==> src/rtl/temp_conv_pkg.sv <==
package temp_conv_pkg;

  // Strobes from the control sequencer to the result datapath
  typedef struct packed {
    logic launch;   // start a sensor conversion
    logic capture;  // running conversion finished, latch its result
  } convStrobe_t;

endpackage

==> src/rtl/temp_conv_timer.sv <==
module temp_conv_timer #(
  parameter int PERIOD_TICKS = 64
) (
  input  logic clk,
  input  logic rstN,
  input  logic secTick,
  output logic periodDue
);

  localparam int CNT_W = (PERIOD_TICKS > 1) ? $clog2(PERIOD_TICKS) : 1;
  localparam logic [CNT_W-1:0] LAST = CNT_W'(PERIOD_TICKS - 1);

  logic [CNT_W-1:0] tickCnt;

  assign periodDue = secTick && (tickCnt == LAST);

  always_ff @(posedge clk) begin
    if (!rstN) begin
      tickCnt <= '0;
    end else if (secTick) begin
      if (tickCnt == LAST) tickCnt <= '0;
      else                 tickCnt <= tickCnt + 1'b1;
    end
  end

endmodule

==> src/rtl/temp_conv_ctrl.sv <==
module temp_conv_ctrl
  import temp_conv_pkg::*;
(
  input  logic        clk,
  input  logic        rstN,
  input  logic        userConv,
  input  logic        periodDue,
  input  logic        senDone,
  output convStrobe_t stb,
  output logic        convBusy
);

  logic inFlight;   // sensor conversion running
  logic pendQ;      // conversion owed, reset value covers the power-up request
  logic launchQ;
  logic reqNow;
  logic wantStart;
  logic doneHit;

  always_comb begin
    reqNow    = userConv | periodDue;
    wantStart = !inFlight && (pendQ || reqNow);
    doneHit   = inFlight && senDone;
  end

  always_ff @(posedge clk) begin
    if (!rstN) begin
      inFlight <= 1'b0;
      pendQ    <= 1'b1;
      launchQ  <= 1'b0;
    end else begin
      launchQ <= wantStart;
      if (wantStart) begin
        inFlight <= 1'b1;
        pendQ    <= 1'b0;
      end else begin
        if (doneHit) inFlight <= 1'b0;
        pendQ <= pendQ | reqNow;
      end
    end
  end

  assign stb.launch  = launchQ;
  assign stb.capture = doneHit;
  assign convBusy    = inFlight | pendQ;

endmodule

==> src/rtl/temp_conv_regs.sv <==
module temp_conv_regs #(
  parameter int          CODE_W  = 10,
  parameter int          DATA_W  = 8,
  parameter int          ADDR_W  = 8,
  parameter logic [7:0]  ADDR_HI = 8'h11,
  parameter logic [7:0]  ADDR_LO = 8'h12
) (
  input  logic              clk,
  input  logic              rstN,
  input  logic              capture,
  input  logic [CODE_W-1:0] senData,
  input  logic [ADDR_W-1:0] rdAddr,
  output logic [DATA_W-1:0] rdData,
  output logic [CODE_W-1:0] codeView
);

  localparam int FRAC_W = CODE_W - DATA_W;
  localparam logic [ADDR_W-1:0] HI_A = ADDR_W'(ADDR_HI);
  localparam logic [ADDR_W-1:0] LO_A = ADDR_W'(ADDR_LO);

  logic [CODE_W-1:0] codeQ;   // one register feeds both bytes
  logic [DATA_W-1:0] hiByte;
  logic [DATA_W-1:0] loByte;

  always_ff @(posedge clk) begin
    if (!rstN)        codeQ <= '0;
    else if (capture) codeQ <= senData;
  end

  always_comb begin
    hiByte = codeQ[CODE_W-1 -: DATA_W];
    loByte = {codeQ[FRAC_W-1:0], {(DATA_W-FRAC_W){1'b0}}};
    case (rdAddr)
      HI_A:    rdData = hiByte;
      LO_A:    rdData = loByte;
      default: rdData = '0;
    endcase
  end

  assign codeView = codeQ;

endmodule

==> src/rtl/temp_conv_sched.sv <==
module temp_conv_sched
  import temp_conv_pkg::*;
#(
  parameter int         CODE_W       = 10,
  parameter int         DATA_W       = 8,
  parameter int         ADDR_W       = 8,
  parameter int         PERIOD_TICKS = 64,
  parameter logic [7:0] ADDR_HI      = 8'h11,
  parameter logic [7:0] ADDR_LO      = 8'h12
) (
  input  logic              clk,
  input  logic              rstN,
  input  logic              secTick,
  input  logic              userConv,
  output logic              convBusy,
  output logic              senStart,
  input  logic              senDone,
  input  logic [CODE_W-1:0] senData,
  input  logic [ADDR_W-1:0] rdAddr,
  output logic [DATA_W-1:0] rdData,
  input  logic              wrEn,
  input  logic [ADDR_W-1:0] wrAddr,
  input  logic [DATA_W-1:0] wrData
);

  convStrobe_t       ctrlStb;
  logic              periodDue;
  logic [CODE_W-1:0] codeView;
  logic              unusedWr;

  // The temperature bytes are read-only: the write port is observed and dropped
  assign unusedWr = ^{wrEn, wrAddr, wrData};

  temp_conv_timer #(.PERIOD_TICKS(PERIOD_TICKS)) u_timer (
    .clk(clk), .rstN(rstN), .secTick(secTick), .periodDue(periodDue)
  );

  temp_conv_ctrl u_ctrl (
    .clk(clk), .rstN(rstN), .userConv(userConv), .periodDue(periodDue),
    .senDone(senDone), .stb(ctrlStb), .convBusy(convBusy)
  );

  temp_conv_regs #(
    .CODE_W(CODE_W), .DATA_W(DATA_W), .ADDR_W(ADDR_W),
    .ADDR_HI(ADDR_HI), .ADDR_LO(ADDR_LO)
  ) u_regs (
    .clk(clk), .rstN(rstN), .capture(ctrlStb.capture), .senData(senData),
    .rdAddr(rdAddr), .rdData(rdData), .codeView(codeView)
  );

  assign senStart = ctrlStb.launch;

endmodule

==> config.mk <==
export PLATFORM = sky130hd
export DESIGN_NAME = temp_conv_sched
export DESIGN_NICKNAME = d
export VERILOG_FILES = /design/src/rtl/temp_conv_pkg.sv /design/src/rtl/temp_conv_timer.sv /design/src/rtl/temp_conv_ctrl.sv /design/src/rtl/temp_conv_regs.sv /design/src/rtl/temp_conv_sched.sv
export SDC_FILE = /design/constraint.sdc
export NUM_CORES = 1
export LEC_CHECK = 0
export BUFFER_PORTS_ARGS = -buffer_cell sky130_fd_sc_hd__clkbuf_2
export CORE_MARGIN = 2
export CORE_UTILIZATION = 30
export CTS_CLUSTER_SIZE = 25
export DETAILED_ROUTE_END_ITERATION = 10
export GPL_TIMING_DRIVEN = 0
export SYNTH_ARGS = -nofsm -noshare
export SYNTH_HDL_FRONTEND = slang
export SYNTH_HIERARCHICAL = 1
export SYNTH_SLANG_ARGS = --single-unit
==> constraint.sdc <==
create_clock -name clk -period 1.29 [get_ports clk]
set_input_delay 0.0645 -clock clk [delete_from_list [all_inputs] [get_ports clk]]
set_output_delay 0.0645 -clock clk [all_outputs]
set_load 0.01 [all_outputs]
==> impl_results.md, run 1 <==
- Status: finished with violations
- Failing checks: setup timing
- Relative slew margins: 82.2%
- Initial antenna violation count: 0
- CTS tree: yes
- Fin Hold WS: 0.0152 ns
- Layout cells sized above 1: 45.4%
- Worst EP required: 1.23 ns
- Cell count after synthesis: 93
- Gpl congestion: 0.686
- Crit path DAT: 1.29 ns
- Vias in the first global route: 695
- Final nets: 172
- Post-synth EDFFs: 0
- Post-route DRC: 0
- Core Rows: 20
- Largest net degree at the start of global routing: 18
- First-pass GRT wire length: 2890 um
- CP endpoint kind: primary output
- Core Area: 3030 um^2
- Congestion Overflow GR: 0
- PwrDens: 894 nW/um^2
- Die ar.: 3650 um^2
- Fin. max-slew vios: 0
- Drt wl/cell: 10.3 um
- Async S/R FF share, synth: 0%
- DR vias/cell: 4.33
- Final setup viols: 2
- Max frequency: 0.736 GHz
- Design Area, Final: 1230 um^2
- DRT Pass-1 Iters: 2
- Least-Margin Pin Slew: 0.265 ns
- Post-route setup slack: -0.0685 ns
- Boundary Pins: 50
- Total CTS buffers: 3
- Mapped Avg Cell Area: 10.3 um^2
- Max Buffers Root-to-Sink: 2
- Placed instance area: 1170 um^2
- Syn Nets: 134
- DRT Wirelength: 1800 um
- DR iter-0 viols: 21
- Vias: 754
- Worst slack, placed: -0.00223 ns
- Clock transition at the registers of the reported paths: 0.11 ns
- Post-synth top flop: dfxtp_1
- Antenna diodes: 0
- Leakage: 0.478 nW
- Worst vdd ir: 0.563 mV
- Die Y-Extent: 60.4 um
- Post-synthesis sequential area ratio: 39.8%
- Hold-fix buffers, CTS: 0
- Clock Skew: 0.00380 ns
- Clk_lat worst skew: 0.30 ns
- Share of the synthesized area in the top cell type: 39.8%
- Crit start category: register
- Synth-to-Final Area Change: 29.0%
- Final core utilization: 40.7%
- Number of synthesized register bits: 19
- Period Utilization, post-route: 105%
- CTS root buf: clkbuf_4
- Area leader, netlist: dfxtp_1
- Final total power: 1.10 mW
- RSZ-0062 raised after global routing: true
- Initial Utilization: 31.5%
- Critical Path Slowest Stage Cell: dfxtp_2
- Synthesis Warnings: 6
- Top post-synthesis cells by area: dfxtp_1 (40%), mux2i_1 (12%), nor2b_1 (7.2%)
- Worst min path class: in -> reg
- Critical path type: reg -> out
- DIE WIDTH: 60.4 um
- Synthesized area: 955 um^2
- DP Wirelength: 1390 um
- CP max stage delay: 0.35 ns
- Final ANT Viol Nets: 0
- Port Buffer Count: 32
- Unique masters post-synth: 27
- Crit path cell chain: nand3b_1, a2111oi_4, buf_2
- Number of max-cap violations: 0
- Final hold viol count: 0
- Clk sinks: 19
- GRT Total Usage: 10.7%
- Crit path max fanout: 2
- Min cycle time layout: 1.36 ns
- CTS H-tree depth: 1
-- layout make-up --
cell class	count	area (um^2)
buffer	4	33.8
clock buffer	3	22.5
clock inverter	1	5.00
fill	315	1800
inverter	8	30.0
multi-input combinational	61	523
sequential	19	387
tap	44	55.1
timing repair buffer	34	175
-- routing by layer --
layer | vias to the layer above | wire length, um | GRT usage, %
li1 | 388 | - | -
met1 | 334 | 795 | 12.3
met2 | 30 | 833 | 18.5
met3 | 2 | 154 | 4.90
met4 | 0 | 13 | 1.86
met5 | - | 0 | 0
-- cell families after synthesis --
| family | count (synthesis) | synth area share [%] |
|---|---|---|
| XOR/XNOR | 4 | 3.67 |
| buffers and inverters | 13 | 6.95 |
| adder cells (fa/ha/maj) | 1 | 1.31 |
| AO/OA/AOI/OAI | 7 | 9.30 |
| flip-flops | 19 | 39.8 |
| AND/OR/NAND/NOR | 38 | 27.4 |
| multiplexers | 11 | 11.5 |
-- timing repair --
action                                  CTS  global route
endpoints found under the hold margin     0             0
gates resized for setup                   3             9
pin swaps                                 3             4
setup buffers                             1             1
endpoints found under the setup margin    8            10
-- cells in the mapped netlist, types with 3 or more instances --
library cell and n:
dfxtp_1 19, inv_1 8, mux2i_1 11, nand2_1 4
nand3b_1 4, nor2_1 3, nor2b_1 11, nor3_2 6
xnor2_1 3
-- stage by stage --
stage / TNS, ns / cells
after floorplan: 0 / 93
after global placement: 0 / 169
after detailed placement: -0.00223 / 169
after CTS: -0.178 / 173
after global routing: -0.316 / 174
final: -0.130 / 174
-- final timing paths --
check             slack, ns  cells after the start                from                 end
hold reg to reg        0.48                      1     u_ctrl/inFlight      u_ctrl/launchQ
setup / recovery      -0.07                      3  u_regs/codeView[1]           rdData[7]
hold / removal         0.02                      3          senData[7]  u_regs/codeView[7]
setup reg to reg       0.09                      5  u_timer/tickCnt[0]        u_ctrl/pendQ
-- layout by cell type (no fill, tap or decap), types with 2 or more instances in the layout --
cell type,instances
nor3_2,6
mux2i_1,11
and2_1,2
or4b_1,2
nor2b_1,11
dfxtp_2,5
xnor2_1,3
nand3b_1,4
buf_4,5
nand2_1,4
a2111oi_4,2
buf_2,2
clkbuf_2,30
nor2_1,2
clkbuf_4,3
dfxtp_1,14
o21ai_0,2
inv_1,8
-- registers in the layout, summed over array words and instances, names as in the netlist --
register / flops
u_regs/codeView: 10
u_timer/tickCnt: 6
u_ctrl/inFlight: 1
u_ctrl/launchQ: 1
u_ctrl/pendQ: 1
-- worst max-delay path: cells and delay by family, from the launching register on --
kind / cells / cell delay, ns
compound gates: 1 / 0.35
flops: 1 / 0.35
simple gates: 1 / 0.12
buf+inv: 1 / 0.18
-- power breakdown --
part | leakage [nW] | switching (mW) | internal [mW]
logic | 0.303 | 0.0745 | 0.0891
clock network | 0.0177 | 0.182 | 0.116
registers | 0.157 | 0.0210 | 0.619
Power figures use the tool's default switching activity.
==> run 2, diff against run 1 <==
Clock period 1.29 ns to 1.7 ns, I/O delays scaled along.
==> run 2 against run 1 <==
The run now ends clean; utilization shrank 1.1 points; clock power shrank 24%; non-clock buffer count shrank 1; cell count shrank 0.57%; critical endpoint unchanged; highest routed layer unchanged.
==> impl_results.md, run 2 (synthesized netlist as in run 1, its figures left out) <==
- Final hold viol count: 0 (unchanged)
- Port Buffer Count: 32 (unchanged)
- R2R setup slack: 0.42 ns (was 0.09 ns)
- Antenna diodes: 0 (unchanged)
- Reg2reg start: u_ctrl/inFlight (was u_timer/tickCnt[0])
- Congestion Overflow GR: 0 (unchanged)
- Commonest non-fill, non-tap cell in the layout: clkbuf_2 (unchanged)
- Post-CTS Setup Inserts: 0 (was 1)
- DP Wirelength: 1390 um (unchanged)
- Final core utilization: 39.5% (was 40.7%)
- CP startpoint: u_regs/codeView[1] (unchanged)
- Least-Margin Pin Slew: 0.301 ns (was 0.265 ns)
- Worst vdd ir: 0.424 mV (was 0.563 mV)
- DR vias/cell: 4.27 (was 4.33)
- Core Rows: 20 (unchanged)
- Initial antenna violation count: 0 (unchanged)
- Status: completed (was finished with violations)
- Max Buffers Root-to-Sink: 2 (unchanged)
- Core Area: 3030 um^2 (unchanged)
- Worst EP required: 1.62 ns (was 1.23 ns)
- Clk_lat worst skew: 0.30 ns (about the same)
- Placed instance area: 1170 um^2 (unchanged)
- DR iter-0 viols: 17 (was 21)
- Die Y-Extent: 60.4 um (unchanged)
- Crit start category: register (unchanged)
- Crit path DAT: 1.32 ns (was 1.29 ns)
- Reg2reg path depth: 6 (was 5)
- Final ANT Viol Nets: 0 (unchanged)
- PwrDens: 689 nW/um^2 (was 894 nW/um^2)
- Drt wl/cell: 9.93 um (was 10.3 um)
- Relative slew margins: 79.9% (was 82.2%)
- Gpl congestion: 0.686 (unchanged)
- Clock transition at the registers of the reported paths: 0.11 ns (about the same)
- Min cycle time layout: 1.40 ns
- CTS tree: yes (unchanged)
- First-pass GRT wire length: 2860 um (was 2890 um)
- Largest net degree at the start of global routing: 18 (unchanged)
- Fillers: 317 (was 315)
- Post-route DRC: 0 (unchanged)
- Clock Skew: 0.00612 ns (was 0.00380 ns)
- Total CTS buffers: 3 (unchanged)
- Worst min path class: in -> reg (unchanged)
- Area occupied by registers: 380 um^2 (was 387 um^2)
- End of the critical path: rdData[7] (unchanged)
- Design Area, Final: 1200 um^2 (was 1230 um^2)
- Clk sinks: 19 (unchanged)
- CTS root buf: clkbuf_4 (unchanged)
- DRT Wirelength: 1720 um (was 1800 um)
- Largest register FFs: 10 (unchanged)
- Max frequency: 0.713 GHz
- CP endpoint kind: primary output (unchanged)
- Final TNS setup: 0 ns (was -0.130 ns)
- Period Utilization, post-route: 82.5%
- Boundary Pins: 50 (unchanged)
- Most frequent cells in the layout: clkbuf_2 (32), dfxtp_1 (19), mux2i_1 (11), nor2b_1 (11), inv_1 (8) (was clkbuf_2 (30), dfxtp_1 (14), mux2i_1 (11), nor2b_1 (11), inv_1 (8))
- Reg-to-Reg End: u_regs/codeView[8] (was u_ctrl/pendQ)
- Die ar.: 3650 um^2 (unchanged)
- RSZ-0062 raised after global routing: false (was true)
- Hold-fix buffers, CTS: 0 (unchanged)
- CTS H-tree depth: 1 (unchanged)
- Fin. max-slew vios: 0 (unchanged)
- Initial Utilization: 31.5% (unchanged)
- DRT Pass-1 Iters: 3 (was 2)
- Leakage: 0.469 nW (was 0.478 nW)
- Vias in the first global route: 692 (was 695)
- DIE WIDTH: 60.4 um (unchanged)
- Multi-input gate area: 508 um^2 (was 523 um^2)
- Critical path type: reg -> out (unchanged)
- Final nets: 171 (was 172)
- Synth-to-Final Area Change: 25.4% (was 29.0%)
- GRT Total Usage: 10.5% (was 10.7%)
- Final setup viols: 0 (was 2)
- Post-CTS Resized: 0 (was 3)
- Vias: 739 (was 754)
- Crit path max fanout: 2 (unchanged)
- Layout cells sized above 1: 39.5% (was 45.4%)
- Number of max-cap violations: 0 (unchanged)
-- run 2: cell count changes in the layout (fill, tap and decap cells not counted), sizes merged --
cell,before,now
buf,8,5
clkbuf,33,35
-- run 2: worst min-delay path by stage --
stage	start	endpoint	slack (ns)	cells after the start
floorplan	rstN	u_ctrl/pendQ	0.16	1
global placement	senData[7]	u_regs/codeView[7]	0.35	3
detailed placement	senData[7]	u_regs/codeView[7]	0.35	3
CTS	senData[7]	u_regs/codeView[7]	0.03	3
global route	senData[7]	u_regs/codeView[7]	0.03	3
finish	senData[7]	u_regs/codeView[7]	0.04	3
-- run 2: per-stage QoR --
stage | hold slack, ns | setup WS, ns | cells | power (mW)
after floorplan | 0.161 | 0.528 | 93 | 0.559
after global placement | 0.349 | 0.397 | 169 | 0.606
after detailed placement | 0.353 | 0.367 | 169 | 0.611
after CTS | 0.0312 | 0.274 | 173 | 0.839
after global routing | 0.0299 | 0.200 | 173 | 0.874
final | 0.0352 | 0.298 | 173 | 0.825
-- run 2: worst max-delay path, cell delays in order (launching register included) --
cell and delay [ns]:
dfxtp_1 0.35, nand3b_1 0.13, a2111oi_4 0.36, clkbuf_2 0.18
-- run 2: layout make-up --
| type | instances | area share [%] |
|---|---|---|
| buffer | 5 | 3.03 |
| clock buffer | 3 | 1.88 |
| inverter | 8 | 2.51 |
| multi-input combinational | 61 | 42.4 |
| clock inverter | 1 | 0.418 |
| tap | 44 | 4.60 |
| sequential | 19 | 31.8 |
| timing repair buffer | 32 | 13.4 |
-- run 2: report_power, final --
group	total, mW	switching (mW)	internal, mW
Clock	0.227	0.139	0.0877
Sequential	0.482	0.0138	0.468
Combinational	0.117	0.0547	0.0619
Total	0.825	0.208	0.617
-- run 2: layer usage --
metal  up-vias  global-route usage [%]  part of all wire, %
met4         0                    1.86                 0.76
met2        30                    18.3                   45
li1        385                       -                    -
met3         2                    4.90                  9.0
met1       322                    12.0                   45
met5         -                       0                    0
